`src/rtl/prio_irq_pkg.sv`:
```
package prio_irq_pkg;
  typedef enum logic [1:0] {
    CFG_RUN  = 2'd0,
    CFG_BASE = 2'd1,
    CFG_CASC = 2'd2,
    CFG_MODE = 2'd3
  } cfg_state_e;

  localparam int          INIT_BIT     = 4;
  localparam int          AEOI_BIT     = 1;
  localparam logic [4:0]  EOI_TAG      = 5'b01100;
  localparam logic [6:0]  RDSEL_TAG    = 7'b0000101;
endpackage

```
`src/rtl/prio_irq_cfg.sv`:
```
module prio_irq_cfg
  import prio_irq_pkg::*;
#(
  parameter int DW = 8,
  parameter int LW = 3
) (
  input  logic          clk,
  input  logic          rst_n,
  input  logic          cmd_wr,
  input  logic          data_wr,
  input  logic [DW-1:0] wdata,
  output logic          init_start,
  output logic          init_done,
  output logic          aeoi,
  output logic          sel_isr,
  output logic          eoi_hit,
  output logic [LW-1:0] eoi_lvl,
  output logic [DW-1:0] vec_base,
  output logic [DW-1:0] casc_word,
  output logic [DW-1:0] mask
);
  cfg_state_e state_q, state_d;
  logic done_d;
  logic base_en, casc_en, mode_en, mask_en, sel_hit, sel_d;

  always_comb begin
    init_start = cmd_wr & wdata[INIT_BIT];
    eoi_hit    = cmd_wr & ~wdata[INIT_BIT] & (wdata[7:3] == EOI_TAG) & init_done;
    eoi_lvl    = wdata[LW-1:0];
    sel_hit    = cmd_wr & ~wdata[INIT_BIT] & (wdata[7:1] == RDSEL_TAG);
    state_d    = state_q;
    done_d     = init_done;
    base_en    = 1'b0;
    casc_en    = 1'b0;
    mode_en    = 1'b0;
    mask_en    = 1'b0;
    if (init_start) begin
      state_d = CFG_BASE;
      done_d  = 1'b0;
    end else if (data_wr) begin
      unique case (state_q)
        CFG_RUN:  mask_en = 1'b1;
        CFG_BASE: begin base_en = 1'b1; state_d = CFG_CASC; end
        CFG_CASC: begin casc_en = 1'b1; state_d = CFG_MODE; end
        CFG_MODE: begin mode_en = 1'b1; state_d = CFG_RUN; done_d = 1'b1; end
        default:  state_d = CFG_RUN;
      endcase
    end
    if (init_start)   sel_d = 1'b0;
    else if (sel_hit) sel_d = wdata[0];
    else              sel_d = sel_isr;
  end

  always_ff @(posedge clk or negedge rst_n) begin
    if (!rst_n) begin
      state_q   <= CFG_RUN;
      init_done <= 1'b0;
      sel_isr   <= 1'b0;
      aeoi      <= 1'b0;
      vec_base  <= '0;
      casc_word <= '0;
      mask      <= '1;
    end else begin
      state_q   <= state_d;
      init_done <= done_d;
      sel_isr   <= sel_d;
      if (base_en) vec_base  <= wdata;
      if (casc_en) casc_word <= wdata;
      if (mode_en) aeoi      <= wdata[AEOI_BIT];
      if (mask_en) mask      <= wdata;
    end
  end
endmodule

```
`src/rtl/prio_irq_pick.sv`:
```
module prio_irq_pick #(
  parameter int N  = 8,
  parameter int LW = $clog2(N)
) (
  input  logic [N-1:0]  req,
  output logic          hit,
  output logic [LW-1:0] idx
);
  always_comb begin
    hit = |req;
    idx = '0;
    for (int i = N - 1; i >= 0; i--) begin
      if (req[i]) idx = LW'(i);
    end
  end
endmodule

```
`src/rtl/prio_irq_ctrl.sv`:
```
module prio_irq_ctrl #(
  parameter int N_IN = 8,
  parameter int DW   = 8
) (
  input  logic          clk,
  input  logic          rst_n,
  input  logic          cmd_wr,
  input  logic          data_wr,
  input  logic [DW-1:0] wdata,
  output logic [DW-1:0] cmd_rdata,
  output logic [DW-1:0] data_rdata,
  input  logic [N_IN-1:0] irq_in,
  input  logic          slave_mode,
  input  logic [2:0]    cas_in,
  output logic          int_out,
  input  logic          inta,
  output logic          vec_valid,
  output logic [DW-1:0] vec_out,
  output logic          cas_drive,
  output logic [2:0]    cas_out
);
  localparam int LW = $clog2(N_IN);
  localparam logic [LW-1:0] LVL_LOW = LW'(N_IN - 1);

  logic          init_start, init_done, aeoi, sel_isr, eoi_hit;
  logic [LW-1:0] eoi_lvl;
  logic [DW-1:0] vec_base, casc_word, mask;

  logic [N_IN-1:0] irq_prev, irr_q, isr_q, irr_d, isr_d, pend, lvl_bit;
  logic          p_hit, s_hit, sel_me, ack_go, ack_real, to_slave;
  logic [LW-1:0] p_idx, s_idx, lvl;
  logic          vec_valid_d, cas_drive_d;

  prio_irq_cfg #(.DW(DW), .LW(LW)) u_cfg (
    .clk(clk), .rst_n(rst_n), .cmd_wr(cmd_wr), .data_wr(data_wr), .wdata(wdata),
    .init_start(init_start), .init_done(init_done), .aeoi(aeoi), .sel_isr(sel_isr),
    .eoi_hit(eoi_hit), .eoi_lvl(eoi_lvl), .vec_base(vec_base),
    .casc_word(casc_word), .mask(mask)
  );

  assign pend = irr_q & ~mask[N_IN-1:0];

  prio_irq_pick #(.N(N_IN), .LW(LW)) u_pick_req (.req(pend),  .hit(p_hit), .idx(p_idx));
  prio_irq_pick #(.N(N_IN), .LW(LW)) u_pick_svc (.req(isr_q), .hit(s_hit), .idx(s_idx));

  always_comb begin
    int_out   = init_done & p_hit & (~s_hit | (p_idx < s_idx));
    sel_me    = slave_mode ? (cas_in == casc_word[2:0]) : 1'b1;
    ack_go    = inta & init_done & sel_me;
    ack_real  = ack_go & int_out;
    lvl       = int_out ? p_idx : LVL_LOW;
    lvl_bit   = N_IN'(1) << lvl;
    to_slave  = ack_real & ~slave_mode & casc_word[lvl];

    irr_d = irr_q | (irq_in & ~irq_prev);
    if (ack_real) irr_d = irr_d & ~lvl_bit;
    isr_d = isr_q;
    if (eoi_hit) isr_d = isr_d & ~(N_IN'(1) << eoi_lvl);
    if (ack_real && !aeoi) isr_d = isr_d | lvl_bit;
    if (init_start) begin
      irr_d = '0;
      isr_d = '0;
    end

    vec_valid_d = ack_go & ~to_slave;
    cas_drive_d = to_slave;
  end

  always_ff @(posedge clk or negedge rst_n) begin
    if (!rst_n) begin
      irq_prev  <= '0;
      irr_q     <= '0;
      isr_q     <= '0;
      vec_valid <= 1'b0;
      cas_drive <= 1'b0;
      vec_out   <= '0;
      cas_out   <= '0;
    end else begin
      irq_prev  <= irq_in;
      irr_q     <= irr_d;
      isr_q     <= isr_d;
      vec_valid <= vec_valid_d;
      cas_drive <= cas_drive_d;
      if (ack_go) begin
        vec_out <= vec_base + DW'(lvl);
        cas_out <= 3'(lvl);
      end
    end
  end

  assign cmd_rdata  = sel_isr ? DW'(isr_q) : DW'(irr_q);
  assign data_rdata = mask;
endmodule

```
`config.mk`:
```
export PLATFORM = sky130hd
export DESIGN_NAME = prio_irq_ctrl
export DESIGN_NICKNAME = d
export VERILOG_FILES = /design/src/rtl/prio_irq_pkg.sv /design/src/rtl/prio_irq_cfg.sv /design/src/rtl/prio_irq_pick.sv /design/src/rtl/prio_irq_ctrl.sv
export SDC_FILE = /design/constraint.sdc
export NUM_CORES = 1
export LEC_CHECK = 0
export BUFFER_PORTS_ARGS = -buffer_cell sky130_fd_sc_hd__buf_2
export CORE_MARGIN = 1.5
export CORE_UTILIZATION = 45
export DETAILED_ROUTE_END_ITERATION = 16
export PLACE_DENSITY = 0.66
export RECOVER_POWER = 50
export SYNTH_ARGS = -nofsm -noshare
export SYNTH_HDL_FRONTEND = slang
export SYNTH_HIERARCHICAL = 1
export SYNTH_SLANG_ARGS = --single-unit
```
`constraint.sdc`:
```
create_clock -name clk -period 4.7 [get_ports clk]
set_input_delay 0.47 -clock clk [delete_from_list [all_inputs] [get_ports clk]]
set_output_delay 0.47 -clock clk [all_outputs]
set_load 0.03 [all_outputs]
```
==> Word-level counts from Yosys, hierarchy flattened <==
Index checks and enable logic that the tools add are counted.
{ "word_totals": {"regBits": 66, "inputBits": 25, "output_inout_bits": 30, "word_cells": 110} }
{ "op_classes": {"addsub": 1, "n_lt_le_gt_ge": 2, "eq_ne": 6, "n_shift": 2, "n_mux": 46, "bitwise": 28, "reduce_logical": 11} }
{ "ops": {"columns": ["op", "n"], "rows": [
  ["two-way mux 3 bit", 17],
  ["two-way mux 8 bit", 6],
  ["AND 8 bit", 4],
  ["inverter 8 bit", 4],
  ["two-way mux 1 bit", 19],
  ["bitwise OR 8 bit", 2],
  ["OR reduction 8 bit", 2],
  ["left shift 1 x 3 -> 8 bit, first input constant", 2],
  ["AND 1 bit", 13],
  ["adder 8 x 3 -> 8 bit", 1],
  ["== test 7 x 3 -> 1 bit, second input constant", 1],
  ["case mux 2 bit (3 select lines)", 1],
  ["nonzero test 2 bit", 3],
  ["== test 5 x 4 -> 1 bit, second input constant", 1],
  ["== test 2 bit, second input constant", 2],
  ["less-than comparator 3 x 4 -> 1 bit, second input constant", 1],
  ["two-way mux 2 bit", 2],
  ["inverter 1 bit", 4],
  ["AND reduction 2 bit", 2],
  ["nonzero test 4 bit", 1],
  ["binary-select mux 1 bit (select 3 bit)", 1],
  ["== test 3 bit", 1],
  ["less-than comparator 3 bit", 1],
  ["== test 2 x 1 -> 1 bit, second input constant", 1],
  ["other kinds (4)", 4]
]} }

==> Depth between registers and ports, before layout <==
Gate-level depths: netlist (run 1).
{ "logic_depth": {"ltp_word": 19, "depth_mapped": 14, "depth_no_buf": 14} }

==> Modules after synthesis <==
The synthesis (run 1) kept the hierarchy.
{ "by_module_without_submodules": {"columns": ["module", "n_inst", "cells_each", "area_per_inst_um2", "seq_area_each_um2"], "rows": [
  ["prio_irq_ctrl", 1, 187, 1959.4, 925.9],
  ["prio_irq_cfg", 1, 94, 1411.4, 735.7],
  ["prio_irq_pick", 2, 13, 81.3, 0.0]
]} }

==> Worst setup path after synthesis (run 1) <==
Ideal clock, no wire load.
{ "synth_path": {"path_type": "reg-to-reg", "from": "register u_cfg.mask[4]", "to": "register vec_out[6]", "setup_time_ns": 0.126, "arrival_time_ns": 3.285, "t_required_ns": 4.574, "slack_ns": 1.289, "path_stages_with_launch": 15, "path_buffers": 0, "path_cell_list": "dfstp_2 nor2b_1 nor2_1 o21ai_0 a21boi_0 ha_1 a2111o_1 a21oi_1 inv_1 ha_1 fa_1 a21oi_1 nand4b_1 xor2_1 a21oi_1"} }
{ "synth_via": {"elab_chain_cells": 12, "elab_cells_between_ends": 14, "classes_between": "add/sub (1); order compare (1); mux (6); bitwise (5); reduce/logical (1)"} }
{ "synth_rtl": {"columns": ["element", "line_no", "source"], "rows": [
  ["start: declaration", "prio_irq_cfg.sv:20", "output logic [DW-1:0] mask"],
  ["start signal: assignment", "prio_irq_cfg.sv:70", "if (mask_en) mask <= wdata;"],
  ["inverter 8 bit", "prio_irq_ctrl.sv:41", "assign pend = irr_q & ~mask[N_IN-1:0];"],
  ["AND 8 bit", "prio_irq_ctrl.sv:41", null],
  ["net pend[4]", "prio_irq_ctrl.sv:29", "logic [N_IN-1:0] irq_prev, irr_q, isr_q, irr_d, isr_d, pend, lvl_bit;"],
  ["two-way mux 3 bit (5 in a row)", "prio_irq_pick.sv:13", "if (req[i]) idx = LW'(i);"],
  ["net p_idx[1]", "prio_irq_ctrl.sv:31", "logic [LW-1:0] p_idx, s_idx, lvl;"],
  ["less-than comparator 3 bit", "prio_irq_ctrl.sv:47", "int_out = init_done & p_hit & (~s_hit | (p_idx < s_idx));"],
  ["bitwise OR 1 bit", "prio_irq_ctrl.sv:47", null],
  ["AND 1 bit", "prio_irq_ctrl.sv:47", null],
  ["two-way mux 3 bit", "prio_irq_ctrl.sv:51", "lvl = int_out ? p_idx : LVL_LOW;"],
  ["net lvl[0]", "prio_irq_ctrl.sv:31", null],
  ["adder 8 x 3 -> 8 bit", "prio_irq_ctrl.sv:85", "vec_out <= vec_base + DW'(lvl);"],
  ["end signal: assignment", "prio_irq_ctrl.sv:85", null],
  ["end: declaration", "prio_irq_ctrl.sv:18", "output logic [DW-1:0] vec_out,"]
]} }
The timed path passes the listed nets, and every way through them passes these cells.
A chain may end at the register's enable or synchronous reset.

==> Worst setup path in the final report (run 1) <==
Ends and elaborated chain as after synthesis.

==> results of run 1 <==
cell families after synthesis:
logic type / synth area share, %
compound gates: 14.06
simple gates: 14.27
xor+xnor: 2.231
flops: 47.03
mux: 14.59
fa+ha+maj: 3.754
buf+inv: 4.072
registers in the layout, summed over array words and instances (netlist names), 2 cells and up:
signal / cells
cas_out: 3
irq_prev: 8
irr_q: 8
isr_q: 8
u_cfg/casc_word: 8
u_cfg/mask: 8
u_cfg/state_q: 2
u_cfg/vec_base: 8
vec_out: 8
report_power, final:
group / switching, mW / leakage, nW / internal, mW
Clock: 0.226 / 0.0851 / 0.203
Combinational: 0.700 / 0.955 / 0.530
Sequential: 0.163 / 0.784 / 0.779
metrics by stage:
stage | hold slack [ps] | area [um^2] | power, mW
3_5_place_dp | 492.9 | 3913 | 2.181
4_1_cts | 214.8 | 4084 | 2.613
6_report | 234.3 | 4066 | 2.602
5_1_grt | 236.3 | 4066 | 2.772
2_1_floorplan | 174.4 | 3533 | 1.848
3_3_place_gp | 478.6 | 3913 | 2.154
cells in the final DEF (no fill, tap or decap), types with 4 or more instances in the layout:
master | netlist | routed
xor2_1 | 4 | 4
buf_2 | 3 | 49
clkbuf_1 | 3 | 7
xnor2_1 | 5 | 5
nand2_1 | 12 | 15
o311ai_0 | 4 | 4
o21ai_0 | 8 | 8
a21oi_1 | 20 | 20
mux2_2 | 11 | 11
o31ai_1 | 6 | 6
inv_1 | 16 | 16
mux2_4 | 21 | 21
dfstp_2 | 8 | 8
ha_1 | 9 | 9
nor2b_1 | 17 | 17
clkbuf_8 | 0 | 10
o211ai_1 | 5 | 5
nor2_1 | 26 | 26
dfrtp_1 | 58 | 58
nand3_1 | 5 | 5
worst max path at each step:
| stage | start | end | slack, ps | cells past startpoint |
|---|---|---|---|---|
| detailed placement | u_cfg/mask[4] | vec_out[6] | 1210 | 14 |
| floorplan | u_cfg/mask[4] | vec_out[6] | 1290 | 14 |
| CTS | u_cfg/mask[4] | vec_out[6] | 1180 | 14 |
| finish | u_cfg/mask[4] | vec_out[6] | 1170 | 14 |
| global route | u_cfg/mask[4] | vec_out[7] | 750 | 13 |
| global placement | u_cfg/mask[4] | vec_out[6] | 1270 | 14 |
routing by layer:
metal,vias up,GRT usage (%)
li1,1227,-
met1,1305,28.99
met2,68,33.33
met3,14,3.731
met4,0,8.594
met5,-,0
area by class of cell:
cell class	count	area, um^2	share of cell area, %
clock buffer	11	141.4	3.477
clock inverter	5	30.03	0.7385
inverter	18	80.08	1.969
multi-input combinational	212	1735	42.68
sequential	66	1662	40.86
tap	102	127.6	3.138
timing repair buffer	58	290.3	7.138
critical path, stage by stage (launching register included):
cell and delay (ps):
dfstp_2 550, nor2b_1 80, nor4_2 290, and3b_1 320, ha_1 320, o21ai_0 150
nand3_1 210, a21oi_1 220, inv_1 60, ha_1 220, fa_1 420, a21oi_1 180
nand4b_1 150, xor2_1 150, a21oi_1 80
cells in the mapped netlist (all sizes together), types with 5 or more instances:
cell type	count	area (um^2)
mux2	33	450.4
nor2	29	157.7
nand2	16	75.07
ha	9	112.6
nand3	5	25.02
dfstp	8	210.2
o31ai	6	45.04
o21ai	8	40.04
nor2b	17	106.4
o41ai	5	43.79
dfrtp	58	1451
o211ai	5	37.54
a21oi	20	100.1
buf	8	52.54
inv	16	60.06
xnor2	5	43.79
==> results_dict.tcl, run 1 <==
set metrics [dict create \
    status "finished with violations" \
    failed_checks "max-capacitance violations, max-slew violations" \
    postRouteAntennaNets 0 \
    top_layer "met4" \
    synth-seq-area-share_pct 47.03 \
    cellPowerDensity_nw_per_um2 639.8 \
    worstMarginPinSlew_ps 1853 \
    syn2layout_area_growth_pct 15.08 \
    grt_pass1_vias 2584 \
    cp-end-kind "flip-flop" \
    grt_pass1_wl_um 13590 \
    r2r_cells 14 \
    overflow 0 \
    drtPass1Iterations 5 \
    synth_edf_count 0 \
    wl_met1_um 3734 \
    reg2reg_setup_slack_ps 1170 \
    ir_drop_uv 277.2 \
    drt-initial-drc-count 169 \
    dr_total_vias 2614 \
    cts.sinks 66 \
    syn_area_per_cell_um2 11.51 \
    numCtsBuffers 9 \
    rsz0062_at_grt "false" \
    dieArea_um2 8392 \
    ys.flop_type "dfrtp_1" \
    clk_pin_slew_worst_paths_ps 70 \
    cts_buffer_depth 2 \
    syn_area_um2 3533 \
    post_cts.repair.setup_buffers 0 \
    met3_length_um 395 \
    hold_path_end "irq_prev[0]" \
    die_width_um 91.61 \
    ys_ff_latch 66 \
    wl_met2_um 4051 \
    fin_ws_ps 1174 \
    drive_gt1_share_pct 31.89 \
    cts-resized-gates 0 \
    finClkSkew_ps 7.031 \
    hp-start "irq_in[0]" \
    fin_cells 472 \
    fin_tns_setup_ps 0 \
    pre_cts_ws_ps 1208 \
    ys_async_sr_fraction_pct 100.0 \
    ys_warn_count 6 \
    min_period_over_period_pct 75.02 \
    synth_nets 342 \
    cts_tree "built" \
    synth_cell_type_count 58 \
    path_class "flip-flop to flip-flop" \
    cp-start-kind "flip-flop" \
    reg2reg_from "u_cfg/mask[4]" \
    cp.required_ps 4930 \
    syn_inst 307 \
    gp_congestion 0.8876 \
    finish.utilization_pct 53.17 \
    critical_path_arrival_ps 3750 \
    drc 0 \
    min_period_ps 3526 \
    slew_headroom_pct -23.55 \
    ctsHoldBuffers 0 \
    die_h_um 91.61 \
    coreArea_um2 7647 \
    row_count 32 \
    wirelength_um 8324 \
    antenna_found_initial 0 \
    initial_utilization_pct 46.20 \
    io_pins 55 \
    insertion_delay_ps 350 \
    grt_max_degree 35 \
    final-setup-viol-count 0 \
    viasPerCell 5.538 \
    max_freq_mhz 283.6 \
    hpwl_um 6084 \
    report.final.hold_viol_count 0 \
    routedWlPerCell_um 17.64 \
    hold_path.class "primary input to flip-flop" \
    power.leakage_nw 1.824 \
    path_max_fanout 8 \
    grt_use_total_pct 21.17 \
    htreeDepth 3 \
    fillers 688 \
    finalNetCount 400 \
    clockRootBuffer "clkbuf_8" \
    hold-path-cell-count 1 \
    diodes 0 \
    io_buffers 54 \
    r2r-end "vec_out[6]" \
    dpl.cell_count 456 \
    cap_violations 2 \
    final_max_slew_viol_count 69 \
]
Note: power is estimated with default switching activity, not from simulation.
==> run 2: changes to the inputs <==
--- a/config.mk
+++ b/config.mk
@@ -5,11 +5,12 @@
 export SDC_FILE = /design/constraint.sdc
 export NUM_CORES = 1
 export LEC_CHECK = 0
+export ABC_AREA = 1
 export BUFFER_PORTS_ARGS = -buffer_cell sky130_fd_sc_hd__buf_2
 export CORE_MARGIN = 1.5
 export CORE_UTILIZATION = 45
 export DETAILED_ROUTE_END_ITERATION = 16
-export PLACE_DENSITY = 0.66
+export PLACE_DENSITY = 0.68
 export RECOVER_POWER = 50
 export SYNTH_ARGS = -nofsm -noshare
 export SYNTH_HDL_FRONTEND = slang
==> constraint.sdc (replaced) <==
create_clock -name clk -period 3.1 [get_ports clk]
set_input_delay 0.31 -clock clk [delete_from_list [all_inputs] [get_ports clk]]
set_output_delay 0.31 -clock clk [all_outputs]
set_load 0.03 [all_outputs]
==> results_dict.tcl, run 2 <==
set metrics [dict create \
    max_freq_mhz 339.7 \
    diodes 0 \
    grt_pass1_wl_um 13700 \
    syn_area_um2 3597 \
    dieArea_um2 8539 \
    min_period_over_period_pct 94.97 \
    ys_ff_latch 66 \
    hpwl_um 6357 \
    synth_xor_area_share_pct 1.704 \
    synth_top_family_by_area "simple AND/OR/NAND/NOR gates" \
    numCtsBuffers 9 \
    power.leakage_nw 2.185 \
    path_class "flip-flop to flip-flop" \
    drive_gt1_share_pct 24.90 \
    synth_most_common_cell "nand2_1" \
    hold-path-cell-count 1 \
    path_cells "nor2_1 > or2_1 > nor3_2 > nor2_2 > ha_4 > nand2_1 > inv_1 > nand2_2 > nand2_2 > nand2_4 > nand2_4 > inv_8 > nand2_8 > ha_4 > nand2_1 > nand3_2 > and3_4 > nand2_1 > xor2_1 > o21ai_1" \
    slew_headroom_pct 25.87 \
    reg2reg_from "u_cfg/mask[7]" \
    cap_violations 0 \
    synth_cell_type_count 41 \
    synth.area.top_cells "dfrtp_1 40%, nand2_1 12%, inv_1 7.4%" \
    insertion_delay_ps 350 \
    most-common-layout-cells "114 x nand2_1, 70 x inv_1, 58 x dfrtp_1" \
    critical_path_arrival_ps 3210 \
    drt-initial-drc-count 214 \
    final_max_slew_viol_count 0 \
    syn_inst 430 \
    max_stage_delay_ps 530 \
    die_h_um 92.41 \
    die_width_um 92.41 \
    final-setup-viol-count 0 \
    wirelength_um 8453 \
    routedWlPerCell_um 13.90 \
    r2r-end "vec_out[7]" \
    clk_pin_slew_worst_paths_ps 80 \
    layout_commonest_cell "nand2_1" \
    dr_total_vias 3000 \
    cts_buffer_depth 2 \
    initial_utilization_pct 46.55 \
    clockRootBuffer "clkbuf_8" \
    worstMarginPinSlew_ps 1112 \
    fin_tns_setup_ps 0 \
    grt_pass1_vias 2844 \
    critical_path.most_common_cell "nand2_1" \
    antenna_found_initial 0 \
    syn2layout_area_growth_pct 19.41 \
    crit_family "simple AND/OR/NAND/NOR gates" \
    synth_edf_count 0 \
    drc 0 \
    r2r_cells 20 \
    path_max_fanout 5 \
    synth_adder_area_share_pct 3.687 \
    viasPerCell 4.934 \
    grt_max_degree 38 \
    ir_drop_uv 426.6 \
    ys_warn_count 6 \
    yosysTopAreaCell "dfrtp_1" \
    finClkSkew_ps 10.90 \
    io_pins 55 \
    htreeDepth 3 \
    postRouteAntennaNets 0 \
    overflow 0 \
    ys.flop_type "dfrtp_1" \
    row_count 32 \
    synth_nets 465 \
    crit_end "vec_out[7]" \
    io_buffers 54 \
    synthMuxAreaShare_pct 0 \
    coreArea_um2 7727 \
    cp.depth 20 \
    hold_ws_ps 71.72 \
    startpoint "u_cfg/mask[7]" \
    hold_path.class "primary input to flip-flop" \
    reg2reg_setup_slack_ps 160 \
    synthSimpleGateAreaFrac_pct 25.18 \
    synth_common_cells "114 x nand2_1, 71 x inv_1, 58 x dfrtp_1" \
    gp_congestion 0.8284 \
    grt_use_total_pct 21.01 \
    report.final.hold_viol_count 0 \
    synth-compound-area-share_pct 13.04 \
    synth_top_area_share_pct 40.35 \
    cp-start-kind "flip-flop" \
    cellPowerDensity_nw_per_um2 1032 \
    status "finished, final reports clean" \
    ys_async_sr_fraction_pct 100.0 \
    syn_area_per_cell_um2 8.366 \
    cp-end-kind "flip-flop" \
    fillers 704 \
    cts.sinks 66 \
    finalNetCount 536 \
    cp.required_ps 3370 \
    synth-seq-area-share_pct 46.19 \
    drtPass1Iterations 5 \
    crit_slowest_cell "dfstp_2" \
    cts_tree "built" \
    path_buf_inv 2 \
    min_period_ps 2944 \
]
[run 2: how the worst min path moves through the flow]
stage | startpoint | to | slack, ps
3_5_place_dp | rst_n | u_cfg/casc_word[1] | 190
2_1_floorplan | rst_n | cas_drive | 10
4_1_cts | irq_in[4] | irq_prev[4] | 60
6_report | irq_in[4] | irq_prev[4] | 70
5_1_grt | irq_in[5] | irq_prev[5] | 60
3_3_place_gp | rst_n | u_cfg/casc_word[1] | 190
[run 2: final cells by class]
| type | count | area, um^2 | area share [%] |
|---|---|---|---|
| clock buffer | 11 | 141.4 | 3.292 |
| clock inverter | 5 | 77.57 | 1.806 |
| sequential | 66 | 1662 | 38.68 |
| tap | 102 | 127.6 | 2.971 |
| timing repair buffer | 70 | 375.4 | 8.739 |
| inverter | 75 | 294.0 | 6.845 |
| multi-input combinational | 279 | 1618 | 37.66 |
[run 2: cell families (layout without fill, tap and decap cells)]
kind of cell               count (synthesis)  in the layout
and+or+nand+nor                          180            180
buffers and inverters                     85            161
AOI/OAI and AO/OA                         82             82
DFF                                       66             66
adders and majority gates                 10             10
xor gates and xnor gates                   7              7
[run 2: repair_timing]
action | in CTS | in global routing
setup buffers | 5 | 5
endpoints found under the hold margin | 6 | 0
hold buffers | 1 | 0
endpoints found under the setup margin | 1 | 6
resized for setup | 4 | 8
pin swaps | 5 | 9
[run 2: stage by stage]
step           worst slack [ps]  std cells  area, um^2  utilization [%]  power, mW
4_1_cts                   12.75        603        4248            54.97      4.344
5_1_grt                  -15.61        608        4295            55.59      4.752
6_report                  155.9        608        4295            55.59      4.432
3_3_place_gp              99.53        581        3973            51.41      3.398
2_1_floorplan             25.71        430        3610                -      2.926
3_5_place_dp             -18.03        581        3973            51.41      3.449
[run 2: power breakdown]
part,internal (mW),leakage (nW),total [mW],switching (mW)
combinational,0.834,1.27,2.25,1.41
sequential,1.16,0.808,1.38,0.211
clock,0.472,0.109,0.811,0.338
total,2.47,2.19,4.43,1.96
[run 2: routing by layer]
metal / vias up / track usage, % / share of wire [%]
met5: - / 0 / 0
met4: 0 / 7.308 / 1.9
met3: 17 / 5.747 / 6.1
met2: 84 / 32.90 / 46
met1: 1393 / 27.98 / 46
li1: 1506 / - / -
